--- src/rtl/bdp_pkg.sv ---
package bdp_pkg;

    typedef enum logic [1:0] {
        CTR_STRONG_NT = 2'd0,
        CTR_WEAK_NT   = 2'd1,
        CTR_WEAK_T    = 2'd2,
        CTR_STRONG_T  = 2'd3
    } ctr_state_e;

    localparam ctr_state_e CTR_RESET = CTR_WEAK_NT;

    // Next state of one saturating counter for a resolved outcome.
    function automatic ctr_state_e ctr_step(input ctr_state_e cur, input logic taken);
        ctr_state_e nxt;
        unique case (cur)
            CTR_STRONG_NT: nxt = taken ? CTR_WEAK_NT  : CTR_STRONG_NT;
            CTR_WEAK_NT:   nxt = taken ? CTR_WEAK_T   : CTR_STRONG_NT;
            CTR_WEAK_T:    nxt = taken ? CTR_STRONG_T : CTR_WEAK_NT;
            CTR_STRONG_T:  nxt = taken ? CTR_STRONG_T : CTR_WEAK_T;
            default:       nxt = CTR_RESET;
        endcase
        return nxt;
    endfunction

    // Prediction carried by a counter state.
    function automatic logic ctr_says_taken(input ctr_state_e cur);
        return cur[1];
    endfunction

endpackage

--- src/rtl/bdp_history.sv ---
module bdp_history #(
    parameter int HIST_BITS = 4
) (
    input  logic                 clk,
    input  logic                 rst_n,
    input  logic                 shift_en,
    input  logic                 bit_in,
    output logic [HIST_BITS-1:0] hist_o
);

    logic [HIST_BITS-1:0] hist_q;
    logic [HIST_BITS-1:0] hist_d;

    // Newest outcome enters at bit 0; the oldest bit falls off the top.
    always_comb begin
        hist_d = hist_q;
        if (shift_en) begin
            hist_d = HIST_BITS'({hist_q, bit_in});
        end
    end

    always_ff @(posedge clk or negedge rst_n) begin
        if (!rst_n) begin
            hist_q <= '0;
        end else begin
            hist_q <= hist_d;
        end
    end

    assign hist_o = hist_q;

endmodule

--- src/rtl/bdp_index.sv ---
module bdp_index #(
    parameter int PC_W        = 32,
    parameter int HIST_BITS   = 4,
    parameter int PC_IDX_BITS = 4,
    localparam int IDX_W      = HIST_BITS + PC_IDX_BITS
) (
    input  logic [HIST_BITS-1:0] hist,
    input  logic [PC_W-1:0]      pc,
    output logic [IDX_W-1:0]     idx
);

    // Parcels are 16-bit aligned, so PC bit 0 carries no information.
    assign idx = {hist, pc[PC_IDX_BITS:1]};

endmodule

--- src/rtl/bdp_counter_table.sv ---
module bdp_counter_table
    import bdp_pkg::*;
#(
    parameter int IDX_W = 8,
    localparam int DEPTH = 1 << IDX_W
) (
    input  logic             clk,
    input  logic             rst_n,
    input  logic [IDX_W-1:0] rd_idx,
    output logic             rd_taken,
    input  logic             wr_en,
    input  logic [IDX_W-1:0] wr_idx,
    input  logic             wr_taken
);

    logic [DEPTH-1:0] taken_vec;

    for (genvar e = 0; e < DEPTH; e++) begin : g_ent
        ctr_state_e st_q;
        ctr_state_e st_d;

        always_comb begin
            st_d = st_q;
            if (wr_en && (wr_idx == IDX_W'(e))) begin
                st_d = ctr_step(st_q, wr_taken);
            end
        end

        always_ff @(posedge clk or negedge rst_n) begin
            if (!rst_n) begin
                st_q <= CTR_RESET;
            end else begin
                st_q <= st_d;
            end
        end

        assign taken_vec[e] = ctr_says_taken(st_q);
    end

    // Read from the registered state: a same-cycle write is not visible yet.
    assign rd_taken = taken_vec[rd_idx];

endmodule

--- src/rtl/bdir_predictor.sv ---
module bdir_predictor #(
    parameter bit PRESENT     = 1'b1,
    parameter int PC_W        = 32,
    parameter int HIST_BITS   = 4,
    parameter int PC_IDX_BITS = 4
) (
    input  logic            clk,
    input  logic            rst_n,
    input  logic [PC_W-1:0] look_pc,
    output logic            look_taken,
    input  logic            res_valid,
    input  logic [PC_W-1:0] res_pc,
    input  logic            res_taken
);

    localparam int IDX_W = HIST_BITS + PC_IDX_BITS;

    logic [HIST_BITS-1:0] hist_q;

    if (PRESENT) begin : g_on
        logic [IDX_W-1:0] look_idx;
        logic [IDX_W-1:0] res_idx;

        bdp_history #(.HIST_BITS(HIST_BITS)) u_hist (
            .clk      (clk),
            .rst_n    (rst_n),
            .shift_en (res_valid),
            .bit_in   (res_taken),
            .hist_o   (hist_q)
        );

        bdp_index #(.PC_W(PC_W), .HIST_BITS(HIST_BITS), .PC_IDX_BITS(PC_IDX_BITS)) u_look_idx (
            .hist (hist_q),
            .pc   (look_pc),
            .idx  (look_idx)
        );

        bdp_index #(.PC_W(PC_W), .HIST_BITS(HIST_BITS), .PC_IDX_BITS(PC_IDX_BITS)) u_res_idx (
            .hist (hist_q),
            .pc   (res_pc),
            .idx  (res_idx)
        );

        bdp_counter_table #(.IDX_W(IDX_W)) u_table (
            .clk      (clk),
            .rst_n    (rst_n),
            .rd_idx   (look_idx),
            .rd_taken (look_taken),
            .wr_en    (res_valid),
            .wr_idx   (res_idx),
            .wr_taken (res_taken)
        );
    end else begin : g_off
        assign hist_q     = '0;
        assign look_taken = 1'b0;
    end

endmodule

--- config.mk ---
export PLATFORM = sky130hd
export DESIGN_NAME = bdir_predictor
export DESIGN_NICKNAME = d
export VERILOG_FILES = /design/src/rtl/bdp_pkg.sv /design/src/rtl/bdp_history.sv /design/src/rtl/bdp_index.sv /design/src/rtl/bdp_counter_table.sv /design/src/rtl/bdir_predictor.sv
export SDC_FILE = /design/constraint.sdc
export NUM_CORES = 1
export LEC_CHECK = 0
export ABC_AREA = 1
export BUFFER_PORTS_ARGS = -buffer_cell sky130_fd_sc_hd__buf_4
export CAP_MARGIN = 10
export CORE_ASPECT_RATIO = 1.4
export CORE_MARGIN = 3
export CORE_UTILIZATION = 45
export DETAILED_ROUTE_END_ITERATION = 10
export MAX_ROUTING_LAYER = met4
export PLACE_DENSITY_LB_ADDON = 0.08
export SYNTH_ARGS = -nofsm -noshare
export SYNTH_HDL_FRONTEND = slang
export SYNTH_HIERARCHICAL = 1
export SYNTH_SLANG_ARGS = --single-unit
--- constraint.sdc ---
create_clock -name clk -period 3.9 [get_ports clk]
set_input_delay 0 -clock clk [delete_from_list [all_inputs] [get_ports clk]]
set_output_delay 0 -clock clk [all_outputs]
set_load 0.03 [all_outputs]
==> results of run 1 <==
state kept, by name (all words and copies together) (netlist names):
signal	cells
g_on.u_table/g_ent.st_q	512
g_on.u_hist/hist_o	4
layer usage:
layer	global-route usage, %	up-vias	share of wire [%]
met5	-	-	0
met1	31.9	13142	42
met3	3.22	168	4.9
met2	45.9	673	50
li1	-	12476	-
met4	9.07	0	3.4
cells in the final DEF (no fill, tap or decap), types with 9 or more instances in the layout:
master / instances
buf_4: 32
inv_2: 37
nor2_4: 97
o31ai_1: 66
a31oi_1: 42
nand2_1: 758
a21oi_1: 568
clkbuf_1: 11
nor2_1: 300
nor2_8: 9
o211ai_1: 54
o21ai_1: 11
clkinv_2: 14
dfrtp_1: 260
inv_1: 177
clkbuf_8: 18
dfstp_2: 256
buf_12: 12
nor2_2: 55
o21ai_0: 492
nand3_1: 245
dlygate4sd3_1: 11
clkbuf_16: 57
a22oi_1: 49
cell families (layout without fill, tap and decap cells):
logic type | count (synthesis) | in the layout | synth area share (%)
AND/OR/NAND/NOR | 1472 | 1472 | 23.6
other | 0 | 1 | 0
buffers and inverters | 432 | 379 | 6.94
multiplexers | 1 | 1 | 0.0343
flip-flops | 516 | 516 | 45.3
AO/OA/AOI/OAI | 1296 | 1296 | 24.1
stage by stage:
step                      total power [uW]  setup WS [ps]  area, sq um  cells  utilization (%)
after floorplan                       7790           2270        29200   3717                -
after global placement                8230           1340        29600   4383             46.4
after detailed placement              8410           1360        29600   4383             46.4
after CTS                            13800           1110        31500   4496             49.5
after global routing                 14300            964        31500   4497             49.5
final                                13700           1090        31500   4497             49.5
worst paths after layout:
check / from / end / slack (ps) / cells after the start
worst max-delay path: g_on.u_hist/hist_o[0] / look_taken / 1090 / 8
worst min-delay path: rst_n / g_on.u_table/g_ent[208].st_q[1] / 70 / 2
worst max register to register: g_on.u_hist/hist_o[0] / g_on.u_table/g_ent[217].st_q[1] / 1530 / 8
worst min register to register: g_on.u_table/g_ent[47].st_q[0] / g_on.u_table/g_ent[47].st_q[0] / 510 / 2
max in group asynchronous: rst_n / g_on.u_table/g_ent[42].st_q[1] / 2670 / 3
min in group clk: res_valid / g_on.u_hist/hist_o[0] / 340 / 4
area by class of cell:
type	instances	area (sq um)
multi-input cells	2769	13900
diodes	1	2.50
clock buffers	86	1720
inverters	220	846
well taps	832	1040
clock inverters	16	108
fillers	6086	32200
flip-flops and latches	516	13200
repair buffers	57	621
where the power goes:
part           switching (uW)  internal, uW
clock                    2250          3070
combinational            1270           576
sequential                446          6050
critical path: cells and delay by family (launching register included):
| family | cells | cell delay [ps] |
|---|---|---|
| AND/OR/NAND/NOR | 6 | 830 |
| buffers and inverters | 2 | 790 |
| flip-flops | 1 | 550 |
timing repair:
item                      CTS  global route
hold endpoints to repair  170             0
buffers inserted            0             0
hold buffers               11             0
==> results.yml, run 1 <==
setup_path:
  cp-end-kind: "primary output"
  crit_type: "register to primary output"
  cp.arrival_ps: 2810
  crit_path_cell_trace: "inv_1 -> nand3_1 -> nand2_1 -> nand2_1 -> nand3_1 -> nand3_1 -> nand2_1 -> buf_4"
  slowest_stage: "inv_1"
  cp_max_fo: 9
  startpoint_type: "register"
  required_ps: 3900
  slowest_delay_ps: 600
sta:
  slew_viol_final: 0
  tightest_slew_ps: 1210
  skew_ps: 20.4
  rsz0062_at_grt: "false"
  hold_viol: 0
  holdWs_ps: 68.8
  slew_headroom_pct: 19.2
  fmax_ghz: 0.356
  setup-tns-final_ps: 0
  period_share_pct: 71.9
  fin_crit_ps: 2810
  setup_violations: 0
synth:
  synth_ff_type: "dfrtp_1"
  synth_edf_count: 0
  yosysMostFrequentCell: "nand2_1"
  ys_seq_area_share_pct: 45.3
  syn-num-nets: 3785
  syn_area_sq_um: 29200
  synth_area_leaders: "dfstp_2 (23%), dfrtp_1 (22%), nand2_1 (9.7%)"
  ys_seq_elements: 516
  synth_cell_type_count: 35
  synth_cells: 3717
  synth_top_cells_by_count: "nand2_1 (758), a21oi_1 (568), o21ai_0 (492), nor2_1 (301), dfrtp_1 (260)"
  async_flop_share_pct: 100
  synth_top_area_share_pct: 23.0
  syn_avg_cell_area_sq_um: 7.85
  yosys_warnings: 6
  yosys.area.top_type: "dfstp_2"
cts:
  cts_buffers: 55
  cts_tree: "yes"
  clock_latency_ps: 620
  htree_levels: 2
  cts_root_buf: "clkbuf_16"
  ctsResizeCount: 0
  clock_path_buffers: 3
  clkTransAtPathRegs_ps: 60
  cts_num_sinks: 516
detailed_routing:
  drtIter0Drc: 1971
  vias: 26459
  drt-vias-per-instance: 5.88
  drtPass1Iterations: 5
  antenna_left: 0
  drc_errors: 0
  drt_wl_total_um: 89000
  wire_per_inst_um: 19.8
floorplanning:
  ios: 69
  dieArea_sq_um: 68000
  die_y_um: 307
  start_util_pct: 45.8
  rows: 109
  die_w_um: 221
  coreArea_sq_um: 63700
grt:
  grt_remaining_overflow: 0
  antenna_found_initial: 2
  grt_pass1_vias: 26517
  grt_pass1_wl_um: 141000
  track_usage_pct: 26.4
  grt_max_degree: 192
pwr:
  leakagePower_uw: 0.0128
  max-vdd-ir-drop_v: 0.000340
  power_density_nw_per_um2: 434
placed_design:
  dp_hpwl_um: 53400
  gp_congestion: 0.812
  io_buffers: 12
run:
  max_cap_viol_count: 0
status:
  status: "completed"
final_layout:
  layout-drive-gt1-share_pct: 16.8
  syn_to_final_growth_pct: 7.91
  nNetsFinal: 3687
min_path:
  min_path_type: "input port to async pin"
Note: power is estimated with default switching activity, not from simulation.
==> inputs of run 2 (changes only) <==
==> constraint.sdc (replaced) <==
create_clock -name clk -period 2.3 [get_ports clk]
set_input_delay 0 -clock clk [delete_from_list [all_inputs] [get_ports clk]]
set_output_delay 0 -clock clk [all_outputs]
set_load 0.03 [all_outputs]
==> run 2 against run 1 <==
Sequential power is 69% higher. Non-clock buffer count increased by 67. Worst hold slack gained 2.8 ps. Power rose by 71%. Sequential share of layout area shrank 1.1 points. Setup slack worse by 990 ps. Sequential cell count unchanged. Count of clock-buffer cells in the layout down 6. Core utilization increased by 1.3 points. Global-route usage is 0.75 points higher. Routed wire length increased by 2.4%. Cell count increased by 1.4%. Critical path type unchanged. Largest cell class unchanged. Largest power group unchanged.
==> results.yml, run 2 (same netlist as run 1, synthesis figures left out) <==
cts:
  clkTransAtPathRegs_ps: 60
  cts_buffers: 55
  htree_levels: 2
  cts_num_sinks: 516
  cts_tree: "yes"
  clock_path_buffers: 3
  clock_latency_ps: 620
  cts_root_buf: "clkbuf_16"
setup_path:
  crit_type: "register to primary output"
  r2r_slack_ps: 220
  timing.rr.start: "g_on.u_hist/hist_o[1]"
  cp-end-kind: "primary output"
  startpoint_type: "register"
  required_ps: 2300
  reg2reg_to: "g_on.u_table/g_ent[186].st_q[1]"
  worst-r2r-cell-count: 7
  cp_max_fo: 7
  cp.arrival_ps: 2200
pwr:
  power_density_nw_per_um2: 724
  max-vdd-ir-drop_v: 0.000615
  leakagePower_uw: 0.0132
  power_uw: 23400
grt:
  grt_pass1_wl_um: 145000
  grt_max_degree: 158
  antenna_found_initial: 0
  track_usage_pct: 27.1
  met3_usage_pct: 3.19
  globalRouteMet1Util_pct: 33.1
  gr-usage-met2_pct: 45.4
  grt_pass1_vias: 27152
  busiest_layer: "met2"
  grt_remaining_overflow: 0
sta:
  setup_violations: 0
  tightest_slew_ps: 896
  fmax_ghz: 0.455
  fin_ws_ps: 100
  period_share_pct: 95.7
  slew_headroom_pct: 40.3
  slew_viol_final: 0
  hold_viol: 0
  holdWs_ps: 71.6
  fin_crit_ps: 2200
  skew_ps: 17.6
final_layout:
  layout.cells.most_common: "nand2_1"
  layout_common_cells: "nand2_1 (754), a21oi_1 (566), o21ai_0 (489)"
  syn_to_final_growth_pct: 10.8
  layout-drive-gt1-share_pct: 19.0
  layoutNonFillerInstCount: 4559
  final_cell_area_sq_um: 32300
  fillerInstances: 5969
  top_register: "g_on.u_table/g_ent.st_q"
  antennaDiodeCount: 0
  largest_reg_flops: 512
  nNetsFinal: 3754
floorplanning:
  die_w_um: 221
  start_util_pct: 45.8
  dieArea_sq_um: 68000
  rows: 109
  ios: 69
  coreArea_sq_um: 63700
  die_y_um: 307
detailed_routing:
  wire_per_inst_um: 20.0
  drt-vias-per-instance: 5.90
  antenna_left: 0
  drtPass1Iterations: 7
  drt_wl_total_um: 91100
  drc_errors: 0
  drtIter0Drc: 2045
  vias: 26919
placed_design:
  dpl_cell_area_sq_um: 30100
  io_buffers: 12
  dp_hpwl_um: 56400
  post-place-ws_ps: 227
  gp_congestion: 0.820
  dp_cells: 4432
status:
  status: "completed"
min_path:
  min_path_type: "input port to async pin"
run:
  max_cap_viol_count: 0
-- run 2: cell types whose count changed in the layout (fill, tap and decap cells not counted), moves of 4 or more --
cell      before  now
buf_12        12   27
buf_4         32   81
clkbuf_8      18   10
clkinv_2      14   10
nand2_1      758  754
nand2_2        3    7
nand3_1      245  219
nand3_2        0   26
-- run 2: timing repair --
| item | in CTS | in global routing |
|---|---|---|
| endpoints found under the setup margin | 1 | 30 |
| gates resized for setup | 14 | 28 |
| pin swaps | 2 | 6 |
| hold buffers | 13 | 0 |
| endpoints found under the hold margin | 388 | 0 |
| setup buffers | 0 | 16 |
-- run 2: cell type report --
| type | instances | area [sq um] | share of cell area, % |
|---|---|---|---|
| clock buffers | 80 | 1610 | 4.99 |
| flip-flops and latches | 516 | 13200 | 40.9 |
| repair buffers | 124 | 1320 | 4.08 |
| inverters | 220 | 851 | 2.63 |
| well taps | 832 | 1040 | 3.22 |
| clock inverters | 18 | 200 | 0.619 |
| multi-input cells | 2769 | 14100 | 43.5 |
-- run 2: worst max-delay path, cell delays in order (launching register included) --
cell	delay (ps)
dfrtp_2	470
inv_1	120
buf_6	210
nand3_2	110
nand2_1	110
nand2_1	60
nand3_1	100
nand3_1	100
nand2_2	120
buf_4	170
-- run 2: per-layer routing --
metal	vias up	wire length, um
met5	-	0
met4	0	4090
met3	222	4780
met2	812	44700
met1	13280	37600
li1	12605	-
-- run 2: worst max-delay path by stage --
stage                                     from                               to  slack, ps  cells past startpoint
2_1_floorplan            g_on.u_hist/hist_o[3]    g_on.u_table/g_ent[1].st_q[1]        670                      8
3_3_place_gp             g_on.u_hist/hist_o[1]  g_on.u_table/g_ent[186].st_q[1]        220                      7
3_5_place_dp             g_on.u_hist/hist_o[1]  g_on.u_table/g_ent[186].st_q[1]        230                      7
4_1_cts        g_on.u_table/g_ent[225].st_q[1]                       look_taken          1                     11
5_1_grt         g_on.u_table/g_ent[66].st_q[1]                       look_taken        -30                     11
6_report                 g_on.u_hist/hist_o[0]                       look_taken        100                      9
-- run 2: per-stage QoR --
step | setup TNS (ps) | utilization, %
after detailed placement | 0 | 47.3
after global placement | 0 | 47.3
after floorplan | 0 | -
after CTS | 0 | 50.4
final | 0 | 50.8
after global routing | -30.1 | 50.8
-- run 2: where the power goes --
part	total [uW]	switching, uW	internal, uW
Sequential	11000	750	10300
Combinational	3300	2220	1080
Clock	9110	3820	5280
==> inputs of run 3 (changes only) <==
--- a/config.mk
+++ b/config.mk
@@ -5,10 +5,9 @@
 export SDC_FILE = /design/constraint.sdc
 export NUM_CORES = 1
 export LEC_CHECK = 0
-export ABC_AREA = 1
 export BUFFER_PORTS_ARGS = -buffer_cell sky130_fd_sc_hd__buf_4
 export CAP_MARGIN = 10
-export CORE_ASPECT_RATIO = 1.4
+export CORE_ASPECT_RATIO = 1.2
 export CORE_MARGIN = 3
 export CORE_UTILIZATION = 45
 export DETAILED_ROUTE_END_ITERATION = 10
==> run 3 against run 2 <==
The run now ends with negative setup slack left. Sequential share of layout area down 0.99 points. Setup slack lost 490 ps. Die area is 1.7% lower. Worst hold slack better by 120 ps. Synthesized cell count shrank 11%. Cell area grew 2.5%. Fmax decreased by 18%. Sequential power decreased by 5%. Combinational power shrank 30%. Largest cell class unchanged. Largest power group unchanged. Highest routed layer unchanged.
==> results.yml, run 3 <==
status:
  status: "finished, violations left"
  violations: "negative setup slack"
cts:
  clock_latency_ps: 630
  cts_buffers: 58
  clock_path_buffers: 3
  htree_levels: 2
  cts_num_sinks: 516
  clkTransAtPathRegs_ps: 60
  cts_root_buf: "clkbuf_16"
  cts_tree: "yes"
final_layout:
  largest_reg_flops: 512
  final_cell_area_sq_um: 33100
  layoutNonFillerInstCount: 4307
  nNetsFinal: 3511
  layout_common_cells: "o21ai_0 (708), a21oi_1 (487), nor2_1 (386)"
  antennaDiodeCount: 0
  layout.cells.most_common: "o21ai_0"
  syn_to_final_growth_pct: 15.5
  top_register: "g_on.u_table/g_ent.st_q"
  fillerInstances: 5704
  layout-drive-gt1-share_pct: 18.4
synth:
  yosysMostFrequentCell: "o21ai_0"
  synth_top_area_share_pct: 23.4
  synth_edf_count: 0
  synth_area_leaders: "dfstp_2 (23%), dfrtp_1 (23%), o21ai_0 (12%)"
  syn_avg_cell_area_sq_um: 8.63
  syn-num-nets: 3394
  syn_area_sq_um: 28700
  ys_seq_elements: 516
  synth_cells: 3326
  synth_ff_type: "dfrtp_1"
  synth_top_cells_by_count: "o21ai_0 (711), a21oi_1 (488), nor2_1 (396), nand2_1 (292), dfrtp_1 (260)"
  synth_cell_type_count: 53
  async_flop_share_pct: 100
  yosys_warnings: 6
  ys_seq_area_share_pct: 46.1
  yosys.area.top_type: "dfstp_2"
floorplanning:
  die_w_um: 237
  die_y_um: 283
  dieArea_sq_um: 66900
  ios: 69
  start_util_pct: 45.9
  coreArea_sq_um: 62600
  rows: 100
setup_path:
  startpoint_type: "register"
  required_ps: 2300
  timing.rr.start: "g_on.u_hist/hist_o[2]"
  worst-r2r-cell-count: 5
  slowest_stage: "mux4_2"
  slowest_delay_ps: 520
  cpMostUsedCell: "mux4_2"
  cp-end-kind: "primary output"
  reg2reg_to: "g_on.u_table/g_ent[121].st_q[1]"
  cp_max_fo: 2
  crit_path_cell_trace: "mux4_2 -> mux4_2 -> mux2i_4 -> nor2_1 -> o21ai_2 -> a2bb2oi_4 -> buf_6"
  r2r_slack_ps: 0
  crit_type: "register to primary output"
  cp.arrival_ps: 2690
grt:
  grt_pass1_vias: 25906
  track_usage_pct: 27.6
  grt_max_degree: 99
  grt_remaining_overflow: 0
  antenna_found_initial: 0
  grt_pass1_wl_um: 142000
placed_design:
  dp_cells: 4172
  dp_hpwl_um: 61600
  dpl_cell_area_sq_um: 30900
  io_buffers: 12
  gp_congestion: 0.864
pwr:
  power_density_nw_per_um2: 667
  leakagePower_uw: 0.0113
  max-vdd-ir-drop_v: 0.000540
sta:
  setup_violations: 1
  period_share_pct: 117
  fin_ws_ps: -385
  tightest_slew_ps: 817
  holdWs_ps: 189
  setup-tns-final_ps: -385
  skew_ps: 15.2
  rsz0062_at_grt: "true"
  hold_viol: 0
  slew_headroom_pct: 45.6
  fin_crit_ps: 2690
  fmax_ghz: 0.372
  slew_viol_final: 0
detailed_routing:
  drt_wl_total_um: 91900
  antenna_left: 0
  drtIter0Drc: 2058
  drt-vias-per-instance: 6.27
  wire_per_inst_um: 21.3
  drc_errors: 0
  vias: 27007
  drtPass1Iterations: 7
min_path:
  min_path_type: "input port to async pin"
run:
  max_cap_viol_count: 0
==> run 3: layer usage <==
layer,vias up,share of wire [%],track usage (%)
li1,12579,-,-
met1,13489,43,35.6
met2,746,47,44.4
met5,-,0,-
met3,193,6.0,3.99
met4,0,3.6,10.3
==> run 3: layout make-up <==
cell class	instances	area, sq um	area share (%)
tap	816	1020	3.08
multi-input combinational	2622	14700	44.3
clock inverter	11	83.8	0.253
sequential	516	13200	39.9
clock buffer	97	1810	5.47
inverter	10	45.0	0.136
timing repair buffer	235	2260	6.81
==> run 3: worst max-delay path by stage <==
stage	startpoint	end	slack [ps]
floorplan	look_pc[2]	look_taken	330
global placement	look_pc[1]	look_taken	-410
detailed placement	look_pc[1]	look_taken	-390
CTS	g_on.u_table/g_ent[195].st_q[1]	look_taken	-430
global route	g_on.u_table/g_ent[206].st_q[1]	look_taken	-490
finish	g_on.u_table/g_ent[203].st_q[1]	look_taken	-390
==> run 3: critical path, delay by kind of cell (launching register included) <==
| family | cells | cell delay [ps] |
|---|---|---|
| buffers and inverters | 1 | 140 |
| AO/OA/AOI/OAI | 2 | 250 |
| AND/OR/NAND/NOR | 1 | 80 |
| flip-flops | 1 | 380 |
| multiplexers | 3 | 1220 |
==> run 3: power by group <==
group	switching (uW)	internal, uW	leakage [uW]
clock network	3940	5440	0.000938
registers	615	9820	0.00497
logic	1470	835	0.00543
==> run 3: timing repair <==
action                     CTS  global route
setup buffers               17             3
hold buffers                 9             0
pin swaps                    6             2
hold endpoints to repair   366             0
resized for setup           20            12
setup endpoints to repair    1            34
gates cloned                 0             0
==> run 3: cell families (layout without fill, tap and decap cells) <==
kind of cell    count (synthesis)  in the layout  share of synthesized area (%)
compound gates               1535           1535                           28.9
simple gates                  979            979                           16.2
flops                         516            516                           46.1
buf+inv                       188            353                           3.18
mux                           108            108                           5.59
==> run 3: through the flow <==
| stage | worst slack, ps | utilization (%) | total power [uW] |
|---|---|---|---|
| floorplan | 327 | - | 11700 |
| global placement | -408 | 49.4 | 12600 |
| detailed placement | -387 | 49.4 | 12800 |
| CTS | -426 | 52.9 | 22300 |
| global route | -488 | 53.0 | 23000 |
| finish | -385 | 53.0 | 22100 |
